[config.mk]
export PLATFORM = sky130hd
export DESIGN_NAME = phase_slot_cell
export DESIGN_NICKNAME = d
export VERILOG_FILES = /design/src/rtl/phase_slot_pkg.sv /design/src/rtl/lp_sync.sv /design/src/rtl/lp_qualifier.sv /design/src/rtl/fall_align.sv /design/src/rtl/phase_slot_cell.sv
export SDC_FILE = /design/constraint.sdc
export NUM_CORES = 1
export LEC_CHECK = 0
export ABC_CLOCK_PERIOD_IN_PS = 1600
export BUFFER_PORTS_ARGS = -buffer_cell sky130_fd_sc_hd__buf_4
export CAP_MARGIN = 10
export CORE_AREA = 2 2 39 41
export DETAILED_ROUTE_END_ITERATION = 8
export DIE_AREA = 0 0 41 43
export SLEW_MARGIN = 20
export SYNTH_ARGS = -nofsm -noshare
export SYNTH_HDL_FRONTEND = slang
export SYNTH_SLANG_ARGS = --single-unit
[constraint.sdc]
create_clock -name clk_i -period 1.6 [get_ports clk_i]
set_clock_uncertainty 0.1 [all_clocks]
set_input_delay 0.16 -clock clk_i [delete_from_list [all_inputs] [get_ports clk_i]]
set_output_delay 0.16 -clock clk_i [all_outputs]
set_load 0.01 [all_outputs]
[src/rtl/phase_slot_pkg.sv]
package phase_slot_pkg;
  localparam int unsigned DEF_QUAL_TOKENS = 8;
  localparam int unsigned DEF_SYNC_STAGES = 2;

  typedef struct packed {
    logic tri_req;
    logic iso_req;
    logic drv_low;
  } slot_ctrl_t;
endpackage

[src/rtl/lp_sync.sv]
module lp_sync #(
  parameter int unsigned STAGES = 2
) (
  input  logic clk_i,
  input  logic rst_ni,
  input  logic d_i,
  output logic q_o
);
  logic [STAGES-1:0] chain_q;

  generate
    for (genvar g = 0; g < STAGES; g++) begin : g_stage
      always_ff @(posedge clk_i or negedge rst_ni) begin
        if (!rst_ni) chain_q[g] <= 1'b0;
        else if (g == 0) chain_q[g] <= d_i;
        else chain_q[g] <= chain_q[(g == 0) ? 0 : g-1];
      end
    end
  endgenerate

  assign q_o = chain_q[STAGES-1];
endmodule

[src/rtl/lp_qualifier.sv]
module lp_qualifier #(
  parameter int unsigned QUAL_TOKENS = 8
) (
  input  logic clk_i,
  input  logic rst_ni,
  input  logic req_i,
  input  logic tok_rise_i,
  output logic armed_o
);
  localparam int unsigned CW = $clog2(QUAL_TOKENS + 1);
  localparam logic [CW-1:0] LAST = CW'(QUAL_TOKENS - 1);

  logic [CW-1:0] cnt_q;
  logic          armed_q;

  always_ff @(posedge clk_i or negedge rst_ni) begin
    if (!rst_ni) begin
      cnt_q   <= '0;
      armed_q <= 1'b0;
    end else if (!req_i) begin
      cnt_q   <= '0;
      armed_q <= 1'b0;
    end else if (!armed_q && tok_rise_i) begin
      if (cnt_q == LAST) armed_q <= 1'b1;
      else cnt_q <= cnt_q + 1'b1;
    end
  end

  assign armed_o = armed_q;
endmodule

[src/rtl/fall_align.sv]
module fall_align (
  input  logic clk_i,
  input  logic rst_ni,
  input  logic armed_i,
  output logic flag_o,
  output logic hold_o
);
  logic flag_q, hold_q;

  // flag changes only on the falling edge
  always_ff @(negedge clk_i or negedge rst_ni) begin
    if (!rst_ni) flag_q <= 1'b0;
    else flag_q <= armed_i;
  end

  // one-clock echo keeps the PWM start off after release
  always_ff @(posedge clk_i or negedge rst_ni) begin
    if (!rst_ni) hold_q <= 1'b0;
    else hold_q <= flag_q;
  end

  assign flag_o = flag_q;
  assign hold_o = hold_q;
endmodule

[src/rtl/phase_slot_cell.sv]
module phase_slot_cell
  import phase_slot_pkg::*;
#(
  parameter int unsigned QUAL_TOKENS = DEF_QUAL_TOKENS,
  parameter int unsigned SYNC_STAGES = DEF_SYNC_STAGES
) (
  input  logic clk_i,
  input  logic rst_ni,
  input  logic phs_i,
  input  logic lp_ni,
  input  logic dbg_i,
  output logic phs_o,
  output logic slot_o,
  output logic tri_o,
  output logic iso_o,
  output logic drv_low_o
);
  logic       phs_d_q;
  logic       req_s;
  logic       armed;
  logic       lp_flag, lp_hold;
  slot_ctrl_t ctrl;

  always_ff @(posedge clk_i or negedge rst_ni) begin
    if (!rst_ni) phs_d_q <= 1'b0;
    else phs_d_q <= phs_i;
  end

  lp_sync #(.STAGES(SYNC_STAGES)) i_sync (
    .clk_i (clk_i),
    .rst_ni(rst_ni),
    .d_i   (~lp_ni),
    .q_o   (req_s)
  );

  lp_qualifier #(.QUAL_TOKENS(QUAL_TOKENS)) i_qual (
    .clk_i     (clk_i),
    .rst_ni    (rst_ni),
    .req_i     (req_s),
    .tok_rise_i(phs_i & ~phs_d_q),
    .armed_o   (armed)
  );

  fall_align i_align (
    .clk_i  (clk_i),
    .rst_ni (rst_ni),
    .armed_i(armed),
    .flag_o (lp_flag),
    .hold_o (lp_hold)
  );

  always_comb begin
    ctrl.tri_req = lp_flag;
    ctrl.iso_req = lp_flag | dbg_i;
    ctrl.drv_low = dbg_i;
  end

  assign phs_o     = lp_flag ? phs_i : phs_d_q;
  assign slot_o    = phs_d_q & ~lp_flag & ~lp_hold;
  assign tri_o     = ctrl.tri_req;
  assign iso_o     = ctrl.iso_req;
  assign drv_low_o = ctrl.drv_low;
endmodule

==> Word level (Yosys, flattened, before mapping) <==
Index checks and enable logic that the tools add are counted.
{ "word_totals": {"regBits": 10, "latchBits": 0, "ramBits": 0, "rom_bits": 0, "inputBits": 5, "elab_cells": 31, "memories": 0} }
{ "classes": {"add_sub_neg": 1, "multipliers": 0, "div_mod_pow": 0, "magnitude_cmp": 0, "eq_ne": 4, "n_shift": 0, "n_mux": 7, "n_bitwise": 8, "n_reduce_logical": 4} }
{ "ops": {"columns": ["cell", "count"], "rows": [
  ["$mux 4", 3],
  ["$add 4x1->4 const B", 1],
  ["$eq 4x3->1 const B", 1],
  ["$mux 1", 4],
  ["$ne 2x1->1 const B", 2],
  ["$not 1->1", 4],
  ["$reduce_and 2->1", 2],
  ["$and 1x1->1", 3],
  ["$ne 2x2->1 const B", 1],
  ["$logic_and 1x1->1", 1],
  ["$logic_not 1->1", 1],
  ["$or 1x1->1", 1]
]} }

==> Longest topological paths before layout <==
Gate-level depths: netlist of run 1.
{ "depth": {"depth_word": 5, "depth_mapped": 4, "mapped_depth_nobuf": 4} }

==> Hierarchy <==
Synthesis of run 1 repeated with hierarchy kept, for this count alone.
{ "unflattened": {"hier_cells": 36, "hier_area_um2": 426.7} }
{ "modules_own_cells": {"columns": ["module", "instances", "cells_each", "area_per_inst_um2"], "rows": [
  ["lp_qualifier", 1, 25, 255.2],
  ["phase_slot_cell", 1, 7, 71.3],
  ["fall_align", 1, 2, 50.0],
  ["lp_sync", 1, 2, 50.0]
]} }

==> reports/results.txt, run 1 <==
Critical path class - reg -> out
Number of clock sinks - 10
Multi-input logic area - 164 um^2
Placeable Area - 1380 um^2
Synth area leaders - dfrtp_1 (54%), dfrtn_1 (6.0%), mux2i_1 (4.8%)
Die Wd - 41 um
Avg Inst Size Synth - 11.7 um^2
Rows - 14
Detailed placement HPWL - 526 um
Pins Over Slew Limit - 0
Clock latency on the worst-skew pair - 0.27 ns
Yosys Warn Count - 0
CTS Root Cell - clkbuf_4
Clk slew on worst S/H paths - 0.07 ns
# DRC - 0
IO Pins - 10
Max-cap viol count - 0
Final number of setup-violating endpoints - 4
Library cells used by synthesis - 20
VDD IR max - 0.423 mV
Pin slew with the least headroom to its limit - 0.265 ns
Number of global-route vias before repair - 343
Layout Cells excl Fill - 70
Max-slew headroom - 82.3%
Max clock buf depth - 2
Outcome - finished with violations
Mapped Area - 420 um^2
CTS buffer count - 3
Register area - 250 um^2
LEAKAGE - 0.307 nW
Die Footprint - 1760 um^2
Hold Path Class - in -> async
Yosys top cell area share - 53.6%
Wirelength per Cell - 11.0 um
Crit path capture type - output port
Largest net degree at the start of global routing - 11
Reg2reg path depth - 3
RSZ-0062 raised after global routing - true
Initial drt markers - 4
Final ANT Viol Nets - 0
Power per cell area - 904 nW/um^2
Antenna diode count - 0
Worst setup margin - -0.527 ns
Setup TNS - -1.93 ns
Drt total wl - 771 um
Mapped Nets - 42
H-tree level count - 1
Layout area overhead - 42.3%
Share of post-route cells with drive strength above 1 - 37.0%
CP required - 1.34 ns
Placed cell area - 510 um^2
Via Count - 320
Die height - 43 um
Final core utilization - 43.2%
Placed Cells - 61
Mean number of vias per cell - 4.57
#FFs+latches synth - 10
PortBufs - 9
Fillers - 133
Critical Path Source Type - flop
Layout Nets - 61
Final hold violation count - 0
Total power - 0.000541 W
WP data arrival - 1.87 ns
Placer Congestion - 0.705
Initial Utilization - 30.4%
Sequential cell area fraction in the yosys report - 59.5%
Initial antenna violation count - 0
GRT Residual Overflow - 0
Design area - 598 um^2
Cells after Synth - 36
GRT Util Overall - 11.4%
Crit-path max FO - 4
First-pass GRT wire length - 1.30 mm
Failing checks - negative setup slack
CTS tree - done
Largest area contributor in the synthesized netlist - dfrtp_1
Drt first pass iters - 4
[routing by layer]
layer | share of wire [%] | track usage, % | vias to the layer above
li1 | - | - | 161
met1 | 42 | 11.4 | 149
met2 | 51 | 17.8 | 10
met3 | 7.5 | 4.71 | 0
met4 | 0 | 8.00 | 0
met5 | 0 | 0 | -
[synth_stat cells (all sizes together)]
cell / count
nor2: 1
or3b: 1
dfrtn: 1
and4bb: 1
nand2: 5
mux2i: 2
nand2b: 1
or2: 1
or4: 1
nor2b: 2
or2b: 1
a21boi: 1
o21ai: 1
inv: 1
a21oi: 2
ha: 1
o211a: 1
buf: 1
nand3: 2
dfrtp: 9
[logic make-up after synthesis]
| family | after synthesis | share of synthesized area (%) |
|---|---|---|
| AOI/OAI and AO/OA | 5 | 7.74 |
| adders and majority gates | 1 | 2.98 |
| buffers and inverters | 2 | 2.68 |
| DFF | 10 | 59.5 |
| muxes | 2 | 4.76 |
| and+or+nand+nor | 16 | 22.3 |
[worst max-delay path: stages, from the launching register on]
cell,delay (ns)
dfrtn_1,0.36
or2b_1,0.25
nor2_2,0.08
buf_4,0.12
[cell usage in the layout, fill, tap and decap left out]
master         count
a21boi_1           1
a21oi_1            2
and4bb_2           1
buf_4             11
buf_6              1
clkbuf_4           3
clkbuf_8           1
dfrtn_1            1
dfrtp_1            9
dlygate4sd3_1      3
ha_1               1
inv_1              1
mux2i_1            2
nand2_1            5
nand2b_1           1
nand3_1            2
nor2_2             1
nor2b_1            2
o211a_1            1
o21ai_0            1
or2_2              1
or2b_1             1
or3b_4             1
or4_1              1
[flip-flops by register name, summed over array words and instances, names as in the netlist]
signal	count
i_align.flag_o	1
i_sync.q_o	1
i_qual.armed_o	1
i_align.hold_o	1
i_qual.cnt_q	4
phs_d_q	1
i_sync.chain_q	1
[area by class of cell]
cell class / instances / area share, %
repair buffers: 15 / 20.7
inverters: 1 / 0.628
multi-input cells: 24 / 27.4
flip-flops and latches: 10 / 41.8
clock buffers: 4 / 6.07
well taps: 16 / 3.35
[per-stage QoR]
step	worst slack [ns]	hold WS [ns]
final	-0.527	0.157
after global routing	-0.590	0.186
after CTS	-0.545	0.151
after detailed placement	-0.263	-0.103
after global placement	-0.252	-0.103
after floorplan	-0.221	-0.236
[power breakdown]
part / switching (W) / internal [W] / total, W
logic: 0.0000197 / 0.0000302 / 0.0000498
clock network: 0.0000868 / 0.000138 / 0.000225
registers: 0.00000630 / 0.000260 / 0.000266
[timing repair]
action	4_1_cts	5_1_grt
resized for setup	2	0
hold buffers	3	0
pin swaps	3	0
setup endpoints to repair	5	4
buffers inserted	2	0
hold endpoints to repair	11	0
[path summary, 6_finish.rpt]
check | from | end | slack, ns
worst max-delay path | i_align.flag_o | slot_o | -0.53
max in group asynchronous | rst_ni | i_align.flag_o | 0.39
worst min register to register | i_sync.chain_q[0] | i_sync.q_o | 0.25
worst max register to register | i_qual.armed_o | i_qual.cnt_q[3] | 0.07
worst min-delay path | rst_ni | phs_d_q | 0.16
min in group clk_i | i_sync.chain_q[0] | i_sync.q_o | 0.25
No activity file was read; power rests on OpenSTA's default activity.
==> inputs of run 2 (changes only) <==
- ABC_AREA: not set -> 1
==> reports/results.txt, run 2 <==
Pins Over Slew Limit - 0 (unchanged)
Failing checks - negative setup slack
PortBufs - 9 (unchanged)
Largest area contributor in the synthesized netlist - dfrtp_1
Drt first pass iters - 4 (unchanged)
Reg2reg path depth - 1 (-2)
Critical Path Source Type - flop
First-pass GRT wire length - 1.41 mm (+8.5%)
Avg Inst Size Synth - 8.73 um^2 (-25%)
Antenna diode count - 0 (unchanged)
IO Pins - 10 (unchanged)
Number of global-route vias before repair - 371 (+8.2%)
WP data arrival - 1.83 ns (-0.04 ns)
Initial Utilization - 32.8% (+2.4 points)
Placeable Area - 1380 um^2 (unchanged)
Max-cap viol count - 0 (unchanged)
Pin slew with the least headroom to its limit - 0.209 ns (-0.0558 ns)
Initial drt markers - 4 (unchanged)
Final ANT Viol Nets - 0 (unchanged)
Die Footprint - 1760 um^2 (unchanged)
Drt total wl - 864 um (+12%)
Number of clock sinks - 10 (unchanged)
Mapped Area - 454 um^2 (+8.0%)
Max clock buf depth - 2 (unchanged)
Final core utilization - 45.3% (+2.1 points)
Post-synth EDFFs - 0 (unchanged)
Mean number of vias per cell - 4.49 (-1.8%)
Ys async rst share - 100% (unchanged)
Via Count - 377 (+18%)
GRT Util Overall - 11.9% (+0.50 points)
Sequential cell area fraction in the yosys report - 55.1% (-4.4 points)
CTS buffer count - 3 (unchanged)
Layout area overhead - 38.0%
Hold Path Class - in -> async
Die Wd - 41 um (unchanged)
H-tree level count - 1 (unchanged)
Crit-path max FO - 5 (+1)
Worst setup margin - -0.493 ns (+0.0340 ns)
Placer Congestion - 0.828 (+18%)
Final number of setup-violating endpoints - 5 (+1)
CTS tree - done
Commonest cells after routing, fill and taps aside - nand2_1 (14), dfrtp_1 (9), buf_4 (8)
Wirelength per Cell - 10.3 um (-6.6%)
Synth area leaders - dfrtp_1 (50%), nand2_1 (12%), nand3_1 (7.7%)
Clk slew on worst S/H paths - 0.07 ns (about the same)
Max FFs per register - 4 (unchanged)
Rows - 14 (unchanged)
Die height - 43 um (unchanged)
CTS Root Cell - clkbuf_4
Detailed placement HPWL - 616 um (+17%)
#FFs+latches synth - 10 (unchanged)
Initial antenna violation count - 0 (unchanged)
Critical path class - reg -> out
Layout Nets - 75 (+23%)
Yosys top cell area share - 49.6% (-4.0 points)
Library cells used by synthesis - 15 (-25%)
Largest net degree at the start of global routing - 11 (unchanged)
Clock latency on the worst-skew pair - 0.27 ns (about the same)
Final hold violation count - 0 (unchanged)
VDD IR max - 0.522 mV (+23%)
Reg with most FFs - i_qual.cnt_q
Total power - 0.000560 W (+3.6%)
Max-slew headroom - 86.0% (+3.7 points)
RSZ-0062 raised after global routing - true
Cells after Synth - 52 (+44%)
Share of post-route cells with drive strength above 1 - 27.9% (-9.1 points)
Yosys Warn Count - 0 (unchanged)
# DRC - 0 (unchanged)
Most common library cell in the layout ignoring fill and taps - nand2_1
Count leader, synth - nand2_1
Post-synth top cells - nand2_1 (14), dfrtp_1 (9), inv_1 (7), nand3_1 (7), nor2_1 (3)
LEAKAGE - 0.344 nW (+12%)
Crit path capture type - output port
Outcome - finished with violations
GRT Residual Overflow - 0 (unchanged)
Mapped Nets - 58 (+38%)
CP required - 1.34 ns (about the same)
Power per cell area - 894 nW/um^2 (-1.1%)
Main synth FF type - dfrtp_1
[run 2: cell types whose count changed after synthesis, sizes merged, moves of 2 or more]
cell   previous run  this run
nor2b             2         0
nand3             2         7
a21oi             2         0
nand4             0         3
inv               1         7
mux2i             2         0
nand2             5        15
nor2              1         3
[run 2: cells by family (layout without fill, tap and decap cells)]
kind of cell	count (synthesis)	in the layout	share of synthesized area (%)
AND/OR/NAND/NOR	30	30	31.1
flip-flops	10	10	55.1
buffers and inverters	8	24	7.44
AO/OA/AOI/OAI	3	3	3.58
adder cells (fa/ha/maj)	1	1	2.75
[run 2: what timing repair did]
item	CTS	global route
pin swaps	2	3
resized for setup	1	1
hold buffers	3	0
hold endpoints to repair	11	0
setup endpoints to repair	4	5
setup buffers	1	0
[run 2: final timing paths]
kind | slack (ns) | start | end
max in group asynchronous | 0.39 | rst_ni | i_align.flag_o
min in group clk_i | 0.25 | i_sync.chain_q[0] | i_sync.q_o
setup / recovery | -0.49 | i_align.flag_o | iso_o
hold / removal | 0.16 | rst_ni | i_qual.cnt_q[3]
hold reg to reg | 0.25 | i_sync.chain_q[0] | i_sync.q_o
setup reg to reg | -0.01 | i_align.flag_o | i_align.hold_o
[run 2: routing by layer]
| metal | track usage, % | part of all wire [%] |
|---|---|---|
| met2 | 19.4 | 46 |
| met1 | 13.4 | 47 |
| met4 | 6.00 | 0 |
| met3 | 3.14 | 6.8 |
| met5 | 0 | 0 |
[run 2: critical path: stages (launching register included)]
cell and delay [ns]:
dfrtn_1 0.40, or2_4 0.25, buf_6 0.12
[run 2: per-stage QoR]
stage                     cell area, um^2  instances  setup TNS, ns  hold slack [ns]  setup slack (ns)
after CTS                             623         84          -1.96            0.160            -0.521
after global routing                  627         84          -2.16            0.168            -0.562
after global placement                546         76         -0.687           -0.106            -0.221
final                                 627         84          -1.92            0.155            -0.493
after detailed placement              546         76         -0.792           -0.105            -0.242
after floorplan                       465         52         -0.441           -0.236            -0.154
[run 2: where the power goes]
group	total (W)	internal [W]	switching, W
logic	0.0000584	0.0000302	0.0000282
clock network	0.000229	0.000138	0.0000909
registers	0.000273	0.000262	0.0000108
total	0.000560	0.000431	0.000130
[run 2: layout make-up]
cell class | count | area (um^2)
Timing Repair Buffer | 13 | 113
Fill cell | 128 | 757
Sequential cell | 10 | 250
Inverter | 7 | 26.3
Multi-Input combinational cell | 34 | 181
Tap cell | 16 | 20.0
Clock buffer | 4 | 36.3
==> inputs of run 3 (changes only) <==
- ABC_CLOCK_PERIOD_IN_PS: 1600 -> 2450
- clock period: 1.6 -> 2.45 ns (I/O delays scaled with it)
==> reports/results.txt, run 3 (same netlist as run 2, synthesis figures left out) <==
Outcome - finished with violations
Failing checks - negative setup slack
Hold_sp - phs_i
Layout Cells excl Fill - 83 (-1.2%)
Fillers - 150 (+17%)
Crit path capture type - output port
Rows - 14 (unchanged)
First-pass GRT wire length - 1.31 mm (-6.8%)
Largest net degree at the start of global routing - 11 (unchanged)
Drt total wl - 809 um (-6.4%)
Max-cap viol count - 0 (unchanged)
IO Pins - 10 (unchanged)
Clock latency on the worst-skew pair - 0.27 ns (about the same)
LEAKAGE - 0.332 nW (-3.5%)
Critical Path Source Type - flop
Via Count - 395 (+4.8%)
Wirelength per Cell - 9.75 um (-5.2%)
RR Endpoint - i_align.hold_o
CTS Root Cell - clkbuf_4
Final ANT Viol Nets - 0 (unchanged)
Pin slew with the least headroom to its limit - 0.212 ns (+0.00244 ns)
Share of post-route cells with drive strength above 1 - 25.4% (-2.6 points)
Initial antenna violation count - 0 (unchanged)
# DRC - 0 (unchanged)
R2R setup slack - 0.53 ns (+0.54 ns)
Final hold violation count - 0 (unchanged)
Clk slew on worst S/H paths - 0.06 ns (about the same)
Initial drt markers - 3 (-1)
RSZ-0062 raised after global routing - true
Antenna diode count - 0 (unchanged)
WP data arrival - 2.26 ns (+0.43 ns)
Max FFs per register - 4 (unchanged)
Power per cell area - 544 nW/um^2 (-39%)
VDD IR max - 0.308 mV (-41%)
Worst r2r src - i_align.flag_o
Placed cell area - 534 um^2 (-2.1%)
PortBufs - 9 (unchanged)
Setup WS pre-CTS - 0.0865 ns (+0.329 ns)
Reg with most FFs - i_qual.cnt_q
Layout area overhead - 32.8%
Pins Over Slew Limit - 0 (unchanged)
Final number of setup-violating endpoints - 4 (-1)
CTS buffer count - 3 (unchanged)
Number of global-route vias before repair - 325 (-12%)
Crit-path max FO - 6 (+1)
Placed Cells - 76 (unchanged)
GRT Util Overall - 11.9% (-0.012 points)
CTS tree - done
Reg2reg path depth - 0 (-1)
Placeable Area - 1380 um^2 (unchanged)
Die height - 43 um (unchanged)
Most common library cell in the layout ignoring fill and taps - nand2_1
Setup TNS - -0.513 ns (+1.40 ns)
Max-slew headroom - 85.9% (-0.16 points)
Max clock buf depth - 2 (unchanged)
Hold Path Class - in -> reg
Detailed placement HPWL - 599 um (-2.7%)
Critical path class - reg -> out
Mean number of vias per cell - 4.76 (+6.0%)
Multi-input logic area - 178 um^2 (-2.1%)
Worst hold slack - 0.0231 ns (-0.132 ns)
Design area - 603 um^2 (-3.8%)
Placer Congestion - 0.819 (-1.1%)
Min-Delay Endpoint - phs_d_q
Register area - 250 um^2 (unchanged)
Die Wd - 41 um (unchanged)
Drt first pass iters - 2 (-2)
Hold depth - 1
Worst setup margin - -0.153 ns (+0.339 ns)
CP required - 2.11 ns (+0.77 ns)
Die Footprint - 1760 um^2 (unchanged)
Layout Nets - 74 (-1.3%)
Initial Utilization - 32.8% (unchanged)
Commonest cells after routing, fill and taps aside - nand2_1 (14), dfrtp_1 (9), buf_4 (8)
GRT Residual Overflow - 0 (unchanged)
Number of clock sinks - 10 (unchanged)
H-tree level count - 1 (unchanged)
[run 3: worst max path at each step]
| stage | from | to | slack (ns) |
|---|---|---|---|
| floorplan | i_align.flag_o | slot_o | 0.16 |
| global placement | i_align.flag_o | iso_o | 0.10 |
| CTS | i_align.flag_o | iso_o | -0.14 |
| global route | i_align.flag_o | phs_o | -0.20 |
| finish | i_align.flag_o | phs_o | -0.15 |
| detailed placement | i_align.flag_o | iso_o | 0.09 |
[run 3: what timing repair did]
action | in CTS | in global routing
setup buffers | 1 | 0
setup endpoints to repair | 4 | 4
hold buffers | 1 | 1
cloned | 0 | 0
gates resized for setup | 3 | 2
endpoints found under the hold margin | 9 | 1
pin swaps | 1 | 0
[run 3: layout make-up]
class,instances,share of cell area [%]
sequential,10,41.5
clock buffer,4,4.36
timing repair buffer,12,17.0
inverter,7,4.36
multi-input combinational,34,29.5
tap,16,3.32
[run 3: per-layer routing]
layer  up-vias  share of wire (%)  GRT usage (%)
li1        202                  -              -
met1       178                 42           14.4
met2        13                 47           14.7
met3         2                9.3           7.85
met4         0                1.9           8.00
met5         -                  0              0
[run 3: where the power goes]
| part | total [W] | internal, W | switching (W) |
|---|---|---|---|
| Sequential | 0.000178 | 0.000171 | 0.00000648 |
| Combinational | 0.0000362 | 0.0000180 | 0.0000182 |
| Clock | 0.000114 | 0.0000627 | 0.0000514 |
[run 3: critical path: stages (launching register included)]
cell,delay [ns]
dfrtn_1,0.50
nand2_1,0.07
o21ai_1,0.07
buf_4,0.13
[run 3: metrics by stage]
stage	total power, W	util, %
floorplan	0.000197	-
global placement	0.000213	38.6
detailed placement	0.000213	38.6
CTS	0.000332	42.5
global route	0.000353	43.6
finish	0.000328	43.6
